<file path="src/rtl/tdm_demux_pkg.sv">
// Shared constants for the TDM input demultiplexer: register addresses,
// control-bit positions and the sample-length decode.
package tdm_demux_pkg;

    localparam int ADDR_START_BASE = 16;
    localparam int ADDR_LEN_BASE   = 32;
    localparam int ADDR_CTRL       = 48;
    localparam int ADDR_VALID      = 49;
    localparam int ADDR_FLEN       = 50;

    localparam int CTRL_EN_BIT  = 2;
    localparam int CTRL_RST_BIT = 4;
    localparam int CTRL_ALT_BIT = 9;

    // Length code to bit count: 0->1, 1->2, 2->4, 3->8.
    function automatic logic [3:0] code_len(input logic [1:0] code);
        return 4'd1 << code;
    endfunction

endpackage

</file>
<file path="src/rtl/tdm_demux_regs.sv">
// Register file and control sequencing for the demultiplexer.
// Holds the control bits, the valid vector, the per-channel start slots and
// length codes, and the frame length. Attribute registers accept writes only
// while the section is not enabled. Assumes NUM_CH <= 16 and that each
// channel register block spans 16 addresses.
module tdm_demux_regs
    import tdm_demux_pkg::*;
#(
    parameter int NUM_CH = 16,
    parameter int SLOT_W = 8,
    parameter int ADDR_W = 6,
    parameter int DATA_W = 16
) (
    input  logic                           clk,
    input  logic                           rst_n,
    input  logic                           wr_en,
    input  logic [ADDR_W-1:0]              addr,
    input  logic [DATA_W-1:0]              wdata,
    output logic                           active,
    output logic                           alt_mode,
    output logic [1:0]                     rate,
    output logic                           clr,
    output logic [NUM_CH-1:0]              valid,
    output logic [NUM_CH-1:0][SLOT_W-1:0]  start,
    output logic [NUM_CH-1:0][1:0]         lcode,
    output logic [SLOT_W-1:0]              flen_m1,
    output logic [DATA_W-1:0]              ctrl_word
);

    logic en_q, rst_q, alt_q;
    logic [1:0] rate_q;
    logic wr_ctrl, attr_ok;
    logic unused_wdata;

    assign wr_ctrl      = wr_en && (addr == ADDR_W'(ADDR_CTRL));
    assign attr_ok      = wr_en && !en_q;
    assign clr          = wr_ctrl && wdata[CTRL_RST_BIT];
    assign unused_wdata = ^wdata;

    // Control register: reset overrides enable, mode and rate always writable.
    always_ff @(posedge clk) begin
        if (!rst_n) begin
            en_q   <= 1'b0;
            rst_q  <= 1'b0;
            alt_q  <= 1'b0;
            rate_q <= 2'd0;
        end else if (wr_ctrl) begin
            rst_q  <= wdata[CTRL_RST_BIT];
            en_q   <= wdata[CTRL_EN_BIT] && !wdata[CTRL_RST_BIT];
            alt_q  <= wdata[CTRL_ALT_BIT];
            rate_q <= wdata[1:0];
        end
    end

    // Valid vector and frame length, writable only while stopped.
    always_ff @(posedge clk) begin
        if (!rst_n) begin
            valid   <= '0;
            flen_m1 <= '0;
        end else if (attr_ok) begin
            if (addr == ADDR_W'(ADDR_VALID)) valid   <= wdata[NUM_CH-1:0];
            if (addr == ADDR_W'(ADDR_FLEN))  flen_m1 <= wdata[SLOT_W-1:0];
        end
    end

    for (genvar n = 0; n < NUM_CH; n++) begin : g_ch
        // Per-channel start slot and length code, writable only while stopped.
        always_ff @(posedge clk) begin
            if (!rst_n) begin
                start[n] <= '0;
                lcode[n] <= '0;
            end else if (attr_ok) begin
                if (addr == ADDR_W'(ADDR_START_BASE + n)) start[n] <= wdata[SLOT_W-1:0];
                if (addr == ADDR_W'(ADDR_LEN_BASE + n))   lcode[n] <= wdata[1:0];
            end
        end
    end

    // Read-back image of the control register.
    always_comb begin
        ctrl_word               = '0;
        ctrl_word[CTRL_ALT_BIT] = alt_q;
        ctrl_word[CTRL_RST_BIT] = rst_q;
        ctrl_word[CTRL_EN_BIT]  = en_q;
        ctrl_word[1:0]          = rate_q;
    end

    assign active   = en_q;
    assign alt_mode = alt_q;
    assign rate     = rate_q;

    AST_ATTR_HOLD: assert property (@(posedge clk) disable iff (!rst_n)
        (en_q && $past(en_q)) |-> ($stable(valid) && $stable(flen_m1)));

    AST_RESET_STOPS: assert property (@(posedge clk) disable iff (!rst_n)
        (wr_en && addr == ADDR_W'(ADDR_CTRL) && wdata[CTRL_RST_BIT]) |=> !en_q);

endmodule

</file>
<file path="src/rtl/tdm_demux_frame.sv">
// Frame timing for the demultiplexer: tracks the slot counter from each sync,
// decides which strobes carry a valid sample, detects truncated frames and
// divides completed frames down to the buffer-full rate.
// Assumes the frame length is at least one slot and at most 2**SLOT_W.
module tdm_demux_frame #(
    parameter int SLOT_W = 8,
    parameter int FCNT_W = 4
) (
    input  logic              clk,
    input  logic              rst_n,
    input  logic              clr_i,
    input  logic              active_i,
    input  logic              bit_en_i,
    input  logic              fsync_i,
    input  logic [SLOT_W-1:0] flen_m1_i,
    input  logic [1:0]        rate_i,
    output logic              sample_o,
    output logic [SLOT_W-1:0] slot_o,
    output logic              tick_o,
    output logic              buf_irq_o,
    output logic              ferr_irq_o
);

    logic [SLOT_W-1:0] cnt_q;
    logic              in_frame_q;
    logic [FCNT_W-1:0] fcnt_q, fcnt_lim;
    logic              last;

    assign sample_o = active_i && bit_en_i && (fsync_i || in_frame_q);
    assign slot_o   = fsync_i ? '0 : cnt_q + 1'b1;
    assign last     = sample_o && (slot_o == flen_m1_i);
    assign fcnt_lim = FCNT_W'((32'd2 << rate_i) - 32'd1);
    assign tick_o   = last && (fcnt_q == fcnt_lim);

    // Slot counter and in-frame flag.
    always_ff @(posedge clk) begin
        if (!rst_n || clr_i) begin
            cnt_q      <= '0;
            in_frame_q <= 1'b0;
        end else if (sample_o) begin
            cnt_q      <= slot_o;
            in_frame_q <= !last;
        end
    end

    // Completed-frame counter for the buffer-full rate.
    always_ff @(posedge clk) begin
        if (!rst_n || clr_i) fcnt_q <= '0;
        else if (last)       fcnt_q <= tick_o ? '0 : fcnt_q + 1'b1;
    end

    // Registered interrupt pulses.
    always_ff @(posedge clk) begin
        if (!rst_n || clr_i) begin
            buf_irq_o  <= 1'b0;
            ferr_irq_o <= 1'b0;
        end else begin
            buf_irq_o  <= tick_o;
            ferr_irq_o <= active_i && bit_en_i && fsync_i && in_frame_q;
        end
    end

    AST_IRQ_PULSE: assert property (@(posedge clk) disable iff (!rst_n)
        buf_irq_o |=> !buf_irq_o);

    AST_FERR_ACTIVE: assert property (@(posedge clk) disable iff (!rst_n)
        ferr_irq_o |-> $past(active_i));

endmodule

</file>
<file path="src/rtl/tdm_demux_chan.sv">
// One logical channel: shifts in the bits of its slot window MSB-first toward
// the LSB, counts accumulated bits, and loads the data register either on a
// full word (normal mode) or on every rate tick (transfer-all mode).
module tdm_demux_chan
    import tdm_demux_pkg::*;
#(
    parameter int WORD_W = 16,
    parameter int SLOT_W = 8
) (
    input  logic              clk,
    input  logic              rst_n,
    input  logic              clr_i,
    input  logic              sample_i,
    input  logic [SLOT_W-1:0] slot_i,
    input  logic              din_i,
    input  logic              enable_i,
    input  logic [SLOT_W-1:0] start_i,
    input  logic [1:0]        lcode_i,
    input  logic              alt_i,
    input  logic              tick_i,
    output logic [WORD_W-1:0] data_o
);

    localparam int BCNT_W = $clog2(WORD_W);

    logic [WORD_W-1:0] sh_q, sh_next;
    logic [BCNT_W-1:0] bits_q;
    logic [SLOT_W:0]   win_lo, win_hi, slot_x;
    logic              hit, full;

    assign slot_x  = {1'b0, slot_i};
    assign win_lo  = {1'b0, start_i};
    assign win_hi  = win_lo + (SLOT_W + 1)'(code_len(lcode_i));
    assign hit     = enable_i && sample_i && (slot_x >= win_lo) && (slot_x < win_hi);
    assign sh_next = hit ? {din_i, sh_q[WORD_W-1:1]} : sh_q;
    assign full    = hit && (bits_q == BCNT_W'(WORD_W - 1));

    // Shift register and accumulated-bit counter.
    always_ff @(posedge clk) begin
        if (!rst_n || clr_i) begin
            sh_q   <= '0;
            bits_q <= '0;
        end else if (hit) begin
            sh_q   <= sh_next;
            bits_q <= bits_q + 1'b1;
        end
    end

    // Parallel data register load.
    always_ff @(posedge clk) begin
        if (!rst_n || clr_i)        data_o <= '0;
        else if (alt_i && tick_i)   data_o <= sh_next;
        else if (!alt_i && full)    data_o <= sh_next;
    end

    AST_BITS_STEP: assert property (@(posedge clk) disable iff (!rst_n)
        !clr_i |=> (bits_q == $past(bits_q) || bits_q == $past(bits_q) + 1'b1));

endmodule

</file>
<file path="src/rtl/tdm_demux_cfgchk.sv">
// Configuration checker: flags a valid vector with gaps and enabled channels
// whose slot windows overlap or run backwards. Purely combinational.
module tdm_demux_cfgchk
    import tdm_demux_pkg::*;
#(
    parameter int NUM_CH = 16,
    parameter int SLOT_W = 8
) (
    input  logic [NUM_CH-1:0]             valid_i,
    input  logic [NUM_CH-1:0][SLOT_W-1:0] start_i,
    input  logic [NUM_CH-1:0][1:0]        lcode_i,
    output logic                          err_o
);

    logic [NUM_CH-1:0] order_bad;
    logic              pack_bad;

    // A packed vector plus one is a power of two (or wraps to zero).
    assign pack_bad     = |(valid_i & (valid_i + 1'b1));
    assign order_bad[0] = 1'b0;

    for (genvar n = 1; n < NUM_CH; n++) begin : g_ord
        logic [SLOT_W:0] prev_end;
        assign prev_end     = {1'b0, start_i[n-1]} + (SLOT_W + 1)'(code_len(lcode_i[n-1]));
        assign order_bad[n] = valid_i[n] && ({1'b0, start_i[n]} < prev_end);
    end

    assign err_o = pack_bad || (|order_bad);

endmodule

</file>
<file path="src/rtl/tdm_demux.sv">
// Top level of the TDM serial input demultiplexer. Connects the register
// file, the frame timer, one channel slice per logical channel and the
// configuration checker, and provides the combinational register read mux.
// Assumes NUM_CH == 2**(ADDR_W-2) so each register group spans one quarter
// of the address space.
module tdm_demux
    import tdm_demux_pkg::*;
#(
    parameter int NUM_CH = 16,
    parameter int WORD_W = 16,
    parameter int SLOT_W = 8,
    parameter int ADDR_W = 6,
    parameter int FCNT_W = 4
) (
    input  logic              clk,
    input  logic              rst_n,
    input  logic              bit_en,
    input  logic              ser_din,
    input  logic              fsync,
    input  logic              reg_wr,
    input  logic [ADDR_W-1:0] reg_addr,
    input  logic [WORD_W-1:0] reg_wdata,
    output logic [WORD_W-1:0] reg_rdata,
    output logic              buf_irq,
    output logic              ferr_irq,
    output logic              cfg_err
);

    localparam int CH_IDX_W = $clog2(NUM_CH);

    logic                          active, alt_mode, clr, sample, tick;
    logic [1:0]                    rate;
    logic [NUM_CH-1:0]             valid;
    logic [NUM_CH-1:0][SLOT_W-1:0] start;
    logic [NUM_CH-1:0][1:0]        lcode;
    logic [SLOT_W-1:0]             flen_m1, slot;
    logic [WORD_W-1:0]             ctrl_word;
    logic [NUM_CH-1:0][WORD_W-1:0] data;
    logic [CH_IDX_W-1:0]           idx;

    tdm_demux_regs #(
        .NUM_CH(NUM_CH), .SLOT_W(SLOT_W), .ADDR_W(ADDR_W), .DATA_W(WORD_W)
    ) regs_i (
        .clk(clk), .rst_n(rst_n), .wr_en(reg_wr), .addr(reg_addr), .wdata(reg_wdata),
        .active(active), .alt_mode(alt_mode), .rate(rate), .clr(clr),
        .valid(valid), .start(start), .lcode(lcode), .flen_m1(flen_m1),
        .ctrl_word(ctrl_word)
    );

    tdm_demux_frame #(.SLOT_W(SLOT_W), .FCNT_W(FCNT_W)) frame_i (
        .clk(clk), .rst_n(rst_n), .clr_i(clr), .active_i(active),
        .bit_en_i(bit_en), .fsync_i(fsync), .flen_m1_i(flen_m1), .rate_i(rate),
        .sample_o(sample), .slot_o(slot), .tick_o(tick),
        .buf_irq_o(buf_irq), .ferr_irq_o(ferr_irq)
    );

    for (genvar n = 0; n < NUM_CH; n++) begin : g_chan
        tdm_demux_chan #(.WORD_W(WORD_W), .SLOT_W(SLOT_W)) chan_i (
            .clk(clk), .rst_n(rst_n), .clr_i(clr), .sample_i(sample), .slot_i(slot),
            .din_i(ser_din), .enable_i(valid[n]), .start_i(start[n]),
            .lcode_i(lcode[n]), .alt_i(alt_mode), .tick_i(tick), .data_o(data[n])
        );
    end

    tdm_demux_cfgchk #(.NUM_CH(NUM_CH), .SLOT_W(SLOT_W)) cfgchk_i (
        .valid_i(valid), .start_i(start), .lcode_i(lcode), .err_o(cfg_err)
    );

    assign idx = reg_addr[CH_IDX_W-1:0];

    // Register read mux: data, start slots, length codes, then control group.
    always_comb begin
        reg_rdata = '0;
        case (reg_addr[ADDR_W-1:ADDR_W-2])
            2'b00: reg_rdata = data[idx];
            2'b01: reg_rdata[SLOT_W-1:0] = start[idx];
            2'b10: reg_rdata[1:0] = lcode[idx];
            default: begin
                if (reg_addr == ADDR_W'(ADDR_CTRL))       reg_rdata = ctrl_word;
                else if (reg_addr == ADDR_W'(ADDR_VALID)) reg_rdata[NUM_CH-1:0] = valid;
                else if (reg_addr == ADDR_W'(ADDR_FLEN))  reg_rdata[SLOT_W-1:0] = flen_m1;
            end
        endcase
    end

    AST_IDLE_HOLDS_DATA: assert property (@(posedge clk) disable iff (!rst_n)
        (!active && !clr) |=> $stable(data));

    AST_DISABLED_QUIET: assert property (@(posedge clk) disable iff (!rst_n)
        (!alt_mode && !valid[NUM_CH-1] && !clr) |=> $stable(data[NUM_CH-1]));

endmodule

</file>
<file path="config.mk">
export PLATFORM = sky130hd
export DESIGN_NAME = tdm_demux
export DESIGN_NICKNAME = d
export VERILOG_FILES = /design/src/rtl/tdm_demux_pkg.sv /design/src/rtl/tdm_demux_regs.sv /design/src/rtl/tdm_demux_frame.sv /design/src/rtl/tdm_demux_chan.sv /design/src/rtl/tdm_demux_cfgchk.sv /design/src/rtl/tdm_demux.sv
export SDC_FILE = /design/constraint.sdc
export NUM_CORES = 2
export LEC_CHECK = 0
export BUFFER_PORTS_ARGS = -buffer_cell sky130_fd_sc_hd__clkbuf_2
export CAP_MARGIN = 40
export CORE_UTILIZATION = 60
export CTS_BUF_LIST = sky130_fd_sc_hd__clkbuf_4 sky130_fd_sc_hd__clkbuf_8
export DETAILED_ROUTE_END_ITERATION = 6
export HOLD_SLACK_MARGIN = 0.08
export PLACE_DENSITY_LB_ADDON = 0.05
export SLEW_MARGIN = 20
export SYNTH_ARGS = -nofsm -noshare
export SYNTH_HDL_FRONTEND = slang
export SYNTH_SLANG_ARGS = --single-unit
</file>
<file path="constraint.sdc">
create_clock -name clk -period 9.8 [get_ports clk]
set_input_delay 1.96 -clock clk [delete_from_list [all_inputs] [get_ports clk]]
set_output_delay 1.96 -clock clk [all_outputs]
set_load 0.005 [all_outputs]
</file>
### Yosys cells after proc, flatten, opt, wreduce, memory -nomap -nowiden

Index checks and enable logic that the tools add are counted.

| operators by class | value |
|---|---|
| equality and inequality tests | 55 |
| shifts and indexed selects | 17 |
| bitwise gates (word level) | 1 |
| magnitude comparators | 48 |
| reductions and logical operators | 168 |
| $add $sub $neg | 36 |
| multiply operators | 0 |
| multiplexer cells | 63 |
| divide/modulo/power cells | 0 |

Operators by type and width:

| cell | number |
|---|---|
| $mux W16 | 50 |
| $lt A8 B9 Y1 | 31 |
| $add A8 B4 Y9 | 16 |
| $ge A8 B8 Y1 | 16 |
| $eq A6 B6 Y1 const B | 19 |
| $logic_and A1 B1 Y1 | 106 |
| $eq A6 B5 Y1 const B | 16 |
| $add A4 B1 Y4 const B | 17 |
| $reduce_and A2 Y1 | 34 |
| $bmux W16 S4 | 1 |
| $eq A4 B4 Y1 const B | 16 |
| $shl A1 B2 Y4 const A | 16 |
| $mux W8 | 5 |
| $bmux W8 S4 | 1 |
| $reduce_bool A2 Y1 | 16 |
| $pmux W6 S3 | 1 |
| $add A16 B1 Y16 const B | 1 |
| $and A16 B16 Y16 | 1 |
| $pmux W8 S2 | 1 |
| $reduce_or A16 Y1 | 1 |
| $reduce_or A15 Y1 | 1 |
| $add A8 B1 Y8 const B | 1 |
| $bmux W2 S4 | 1 |
| $eq A8 B8 Y1 | 1 |
| other kinds (13) | 19 |

| word-level totals | value |
|---|---|
| bits of input ports | 28 |
| memories kept | 0 |
| bits in registers | 780 |
| latch bits | 0 |
| bits in writable memories | 0 |
| bits in read-only memories | 0 |

### Longest topological paths before layout

| logic depth | value |
|---|---|
| depth after elaboration | 9 |
| gate-level depth with buffers | 20 |

### Hierarchy

From an unflattened synthesis, not the netlist that was laid out.

| second synthesis, totals | value |
|---|---|
| cell total of the unflattened synthesis | 5099 |
| area total of the unflattened synthesis | 52001.1 um^2 |

Modules (own cells, without submodules):

| module | cells each | times used | area an instance (um^2) |
|---|---|---|---|
| tdm_demux_chan at g_chan[11].chan_i ... | 201 | 14 | 2132.0 |
| tdm_demux_regs | 703 | 1 | 7323.3 |
| tdm_demux_cfgchk | 732 | 1 | 5818.1 |
| tdm_demux_chan at g_chan[0].chan_i ... | 201 | 2 | 2117.0 |
| tdm_demux | 321 | 1 | 3766.1 |
| tdm_demux_frame | 127 | 1 | 1011.0 |

### Worst setup path before layout

OpenSTA, ideal clock, no wires.

| timing | value |
|---|---|
| kind | input-to-output |
| start point | input reg_addr[0] |
| end point | output reg_rdata[6] |
| path slack | 3620 ps |
| stages on the path | 7 |
| required time | 7840 ps |
| arrival time | 4220 ps |
| path through | clkbuf_1 > buf_1 > clkbuf_1 > mux4_2 > mux4_2 > mux2i_1 > o22ai_1 |

| on the way | value |
|---|---|
| longest elaborated chain between the ends | 5 |
| elaborated cells on any way between the ends | 11 |
| those cells by class | eq/ne (3); mux (8) |

RTL lines:

| item | RTL line | RTL |
|---|---|---|
| start, declared | tdm_demux.sv:21 | `input logic [ADDR_W-1:0] reg_addr,` |
| $eq A6 B6 Y1 | tdm_demux.sv:81 | `else if (reg_addr == ADDR_W'(ADDR_FLEN)) reg_rdata[SLOT_W-1:0] = flen_m1;` |
| $mux W8 | tdm_demux.sv:81 |  |
| $mux W8 | tdm_demux.sv:80 | `else if (reg_addr == ADDR_W'(ADDR_VALID)) reg_rdata[NUM_CH-1:0] = valid;` |
| $mux W16 | tdm_demux.sv:79 | `if (reg_addr == ADDR_W'(ADDR_CTRL)) reg_rdata = ctrl_word;` |
| $pmux W6 S3 (*) | tdm_demux.sv:74 | `case (reg_addr[ADDR_W-1:ADDR_W-2])` |
| end, declared | tdm_demux.sv:23 | `output logic [WORD_W-1:0] reg_rdata,` |

Every way passes the cells marked *; elsewhere a longest branch is shown, timed or not. The select of a mux whose other input is x is not followed.

### Worst setup path after layout

| timing | value |
|---|---|
| start point | register regs_i.lcode[27] (netlist bit) |
| end point | output cfg_err |

| on the way | value |
|---|---|
| longest elaborated chain between the ends | 6 |

RTL lines:

| item | RTL line | RTL |
|---|---|---|
| start, declared | tdm_demux_regs.sv:25 | `output logic [NUM_CH-1:0][1:0] lcode,` |
| start signal, assigned by index | tdm_demux_regs.sv:74 | `if (addr == ADDR_W'(ADDR_LEN_BASE + n)) lcode[n] <= wdata[1:0];` |
| $shl A1 B2 Y4 | tdm_demux_pkg.sv:17 | `return 4'd1 << code;` |
| $add A8 B4 Y9 | tdm_demux_cfgchk.sv:24 | `assign prev_end = {1'b0, start_i[n-1]} + (SLOT_W + 1)'(code_len(lcode_i[n-1]));` |
| $lt A8 B9 Y1 | tdm_demux_cfgchk.sv:25 | `assign order_bad[n] = valid_i[n] && ({1'b0, start_i[n]} < prev_end);` |
| $logic_and A1 B1 Y1 | tdm_demux_cfgchk.sv:25 |  |
| $reduce_or A15 Y1 | tdm_demux_cfgchk.sv:28 | `assign err_o = pack_bad \|\| (\|order_bad);` |
| $logic_or A1 B1 Y1 | tdm_demux_cfgchk.sv:28 |  |
| end, declared | tdm_demux.sv:26 | `output logic cfg_err` |

No other way between the ends.

==> results.sh <==
export IMPL_ys_flop_type="dfxtp_1"
export IMPL_n_fill_cell=5893
export IMPL_p_leak_nw=21.0
export IMPL_cts_hold_buf=0
export IMPL_hpwl_mm=97.8
export IMPL_status="finished clean"
export IMPL_num_io_pins=47
export IMPL_cts_resized=0
export IMPL_required_ns=7.84
export IMPL_rsz0062_at_grt="false"
export IMPL_yosysTopAreaCell="dfxtp_1"
export IMPL_r2r_worst_path_cells=13
export IMPL_worst_path_max_fanout=6
export IMPL_hold_viol=0
export IMPL_coreArea_sq_um=72100
export IMPL_synth_area_per_cell_sq_um=9.65
export IMPL_final_seq_area_sq_um=15600
export IMPL_cts_tree="yes"
export IMPL_viasPerCell=6.21
export IMPL_placedCellCount=5369
export IMPL_avgRoutedWirePerCell_um=23.6
export IMPL_portBuffers=46
export IMPL_clock_sinks=780
export IMPL_slew_headroom=0.194
export IMPL_ctsRootBufferMaster="clkbuf_8"
export IMPL_start_util=0.611
export IMPL_drive_above_1_share=0.123
export IMPL_synthArstFlopShare=0
export IMPL_gp_congestion=1.03
export IMPL_syn_inst=4562
export IMPL_synth_edf_count=0
export IMPL_netlist_cell_type_count=88
export IMPL_dr_pass1_iters=6
export IMPL_grt_pass1_vias=32900
export IMPL_synth_area_leaders="dfxtp_1, ha_1, mux2i_1"
export IMPL_finalNonFillerCells=5616
export IMPL_cts_made_buffers=136
export IMPL_die_x_um=273
export IMPL_grtUsageTotal=0.356
export IMPL_cts_max_level=4
export IMPL_rr_endpoint="g_chan[2].chan_i.data_o[0]"
export IMPL_cts_setup_buffers=0
export IMPL_slew_viol_final=0
export IMPL_row_count=98
export IMPL_pwr_density_cell_nw_per_um2=138
export IMPL_area_growth_pct=9.53
export IMPL_reg2reg_slack_ns=4.90
export IMPL_synth_area_sq_um=44000
export IMPL_drv_cap=0
export IMPL_grt_pass1_wl_mm=200
export IMPL_finalSetupViolations=0
export IMPL_ant_nets=0
export IMPL_crit_end="cfg_err"
export IMPL_worstSetupPathType="reg -> out"
export IMPL_drcViolationCount=0
export IMPL_routed_wl_mm=133
export IMPL_syn_nets=5005
export IMPL_fmax_mhz=140
export IMPL_num_vias=34900
export IMPL_synth_seq_cells=780
export IMPL_grt_max_degree=235
export IMPL_grt_overflow_total=0
export IMPL_fin_skew_ns=0.0488
export IMPL_crit_path_start_kind="flop"
export IMPL_ys_warn_count=0
export IMPL_crit_start="regs_i.lcode[27]"
export IMPL_timing_rr_start="frame_i.cnt_q[0]"
export IMPL_hp_class="reg -> reg"
export IMPL_finalCritPeriodShare=0.729
export IMPL_fin_nets=5005
export IMPL_ys_seq_area_frac=0.355
export IMPL_drt_initial_drc_count=3044
export IMPL_cp_end_kind="output pin"
export IMPL_yosysTopAreaCellShare=0.355
export IMPL_period_needed_ns=7.15
export IMPL_dieArea_sq_um=74500
export IMPL_cts_max_path_buffers=3
export IMPL_multi_input_area_sq_um=26400
export IMPL_path_clk_slew_ns=0.06
export IMPL_irDropWorstVdd_mv=0.156
export IMPL_dieHeight_um=273
export IMPL_worstMarginPinSlew_ns=1.21
export IMPL_fin_tns_setup_ns=0
export IMPL_antenna_found_initial=6
export IMPL_clk_latency_ns=0.81
export IMPL_critPathArrivalTime_ns=5.19
==> per-stage QoR <==
step	total power [mW]	hold WS, ns	setup slack, ns	cell area [sq um]	utilization
global placement	3.49	0.458	2.66	44800	0.621
finish	6.66	0.465	2.65	48200	0.669
CTS	6.71	0.465	2.71	48200	0.668
floorplan	3.42	0.439	3.62	44000	-
detailed placement	3.50	0.457	2.74	45200	0.627
global route	6.87	0.487	2.39	48200	0.669
==> where the power goes <==
part           switching (mW)  internal [mW]
clock network            1.41           1.81
registers             0.00711           3.18
logic                   0.170         0.0881
total                    1.59           5.07
==> registers in the layout, indices dropped and copies added (netlist names) <==
register / cells
regs_i.rst_q: 1
regs_i.active: 1
g_chan.chan_i.bits_q: 64
frame_i.in_frame_q: 1
regs_i.flen_m1: 8
frame_i.buf_irq_o: 1
regs_i.alt_mode: 1
g_chan.chan_i.data_o: 256
frame_i.cnt_q: 8
regs_i.lcode: 32
regs_i.start: 128
frame_i.ferr_irq_o: 1
frame_i.fcnt_q: 4
regs_i.rate: 2
regs_i.valid: 16
g_chan.chan_i.sh_q: 256
==> cell usage after synthesis, types with 16 or more instances <==
| cell | number |
|---|---|
| a2111oi_0 | 16 |
| a21boi_0 | 30 |
| a21o_1 | 54 |
| a21oi_1 | 319 |
| a221oi_1 | 32 |
| a31oi_1 | 16 |
| and2_1 | 23 |
| and3_1 | 70 |
| buf_1 | 18 |
| buf_2 | 41 |
| clkbuf_1 | 189 |
| dfxtp_1 | 780 |
| fa_1 | 16 |
| ha_1 | 399 |
| inv_1 | 243 |
| mux2_2 | 18 |
| mux2i_1 | 437 |
| mux4_2 | 130 |
| nand2_1 | 160 |
| nand2b_1 | 73 |
| nand3_1 | 71 |
| nand4_1 | 44 |
| nor2_1 | 332 |
| nor2b_1 | 210 |
| nor3_1 | 43 |
| nor4_1 | 26 |
| o211ai_1 | 21 |
| o21ai_0 | 173 |
| o21ai_1 | 67 |
| o31ai_1 | 88 |
| or3_1 | 33 |
| xnor2_1 | 92 |
| xor2_1 | 41 |
==> cells in the final DEF, fill, tap and decap left out, types with 16 or more instances in the layout <==
master	n
nor3_1	41
a31oi_1	16
nor4_1	26
mux4_2	130
nor2b_1	209
o211ai_1	21
nand2_1	159
dfxtp_1	780
mux2i_1	437
nand2b_1	73
nand4_1	44
clkbuf_2	44
clkbuf_8	160
and3_1	70
xor2_1	41
or3_1	33
o31ai_1	88
nor2_1	330
o21ai_0	172
and2_1	22
mux2_2	18
a221oi_1	32
inv_1	243
ha_1	399
nand3_1	71
a21boi_0	30
clkbuf_4	49
a21o_1	54
buf_4	63
fa_1	16
a21oi_1	317
o21ai_1	68
xnor2_1	92
==> layer usage <==
metal / track usage / vias to the layer above / wire length (um)
met4: 0.265 / 4 / 11100
met5: 0 / - / 66
met1: 0.427 / 16500 / 52400
met3: 0.0633 / 424 / 8960
li1: - / 16600 / -
met2: 0.572 / 1279 / 60100
==> logic make-up (layout without fill, tap and decap cells) <==
| kind of cell | Yosys count | in the layout | share of synthesized area |
|---|---|---|---|
| compound gates | 967 | 967 | 0.141 |
| xor+xnor | 133 | 133 | 0.0265 |
| fa+ha+maj | 430 | 430 | 0.124 |
| buf+inv | 519 | 620 | 0.0486 |
| flops | 780 | 780 | 0.355 |
| mux | 585 | 585 | 0.170 |
| other cells | 0 | 3 | 0 |
| simple gates | 1148 | 1148 | 0.135 |
==> critical path: stages, from the launching register on <==
cell      delay, ns
dfxtp_1        0.44
nand2b_1       0.19
inv_1          0.06
ha_1           0.26
a21o_1         0.20
a21oi_1        0.23
o21ai_0        0.12
nand4_1        0.11
xnor2_1        0.16
ha_1           0.17
nand2b_1       0.24
o32a_1         0.22
o311ai_0       0.13
nor4_1         0.19
nand4_1        0.12
nor4_1         0.48
o311ai_0       0.23
or4b_2         0.70
clkbuf_2       0.15
==> area by class of cell <==
type,count,area share
clock inverter,30,0.00797
sequential,780,0.324
multi-input combinational,3263,0.547
inverter,243,0.0189
timing repair buffer,138,0.0243
tap,950,0.0246
antenna,3,0.000156
clock buffer,209,0.0533
==> worst min-delay path by stage <==
| stage | slack, ns | from | cells after the start | end |
|---|---|---|---|---|
| floorplan | 0.44 | g_chan[15].chan_i.sh_q[0] | 2 | g_chan[15].chan_i.sh_q[0] |
| global placement | 0.46 | g_chan[13].chan_i.data_o[13] | 2 | g_chan[13].chan_i.data_o[13] |
| detailed placement | 0.46 | regs_i.rst_q | 2 | regs_i.rst_q |
| CTS | 0.46 | regs_i.rst_q | 2 | regs_i.rst_q |
| global route | 0.49 | g_chan[13].chan_i.data_o[9] | 2 | g_chan[13].chan_i.data_o[9] |
| finish | 0.47 | g_chan[13].chan_i.data_o[9] | 2 | g_chan[13].chan_i.data_o[9] |
(Power assumes the default switching activity.)
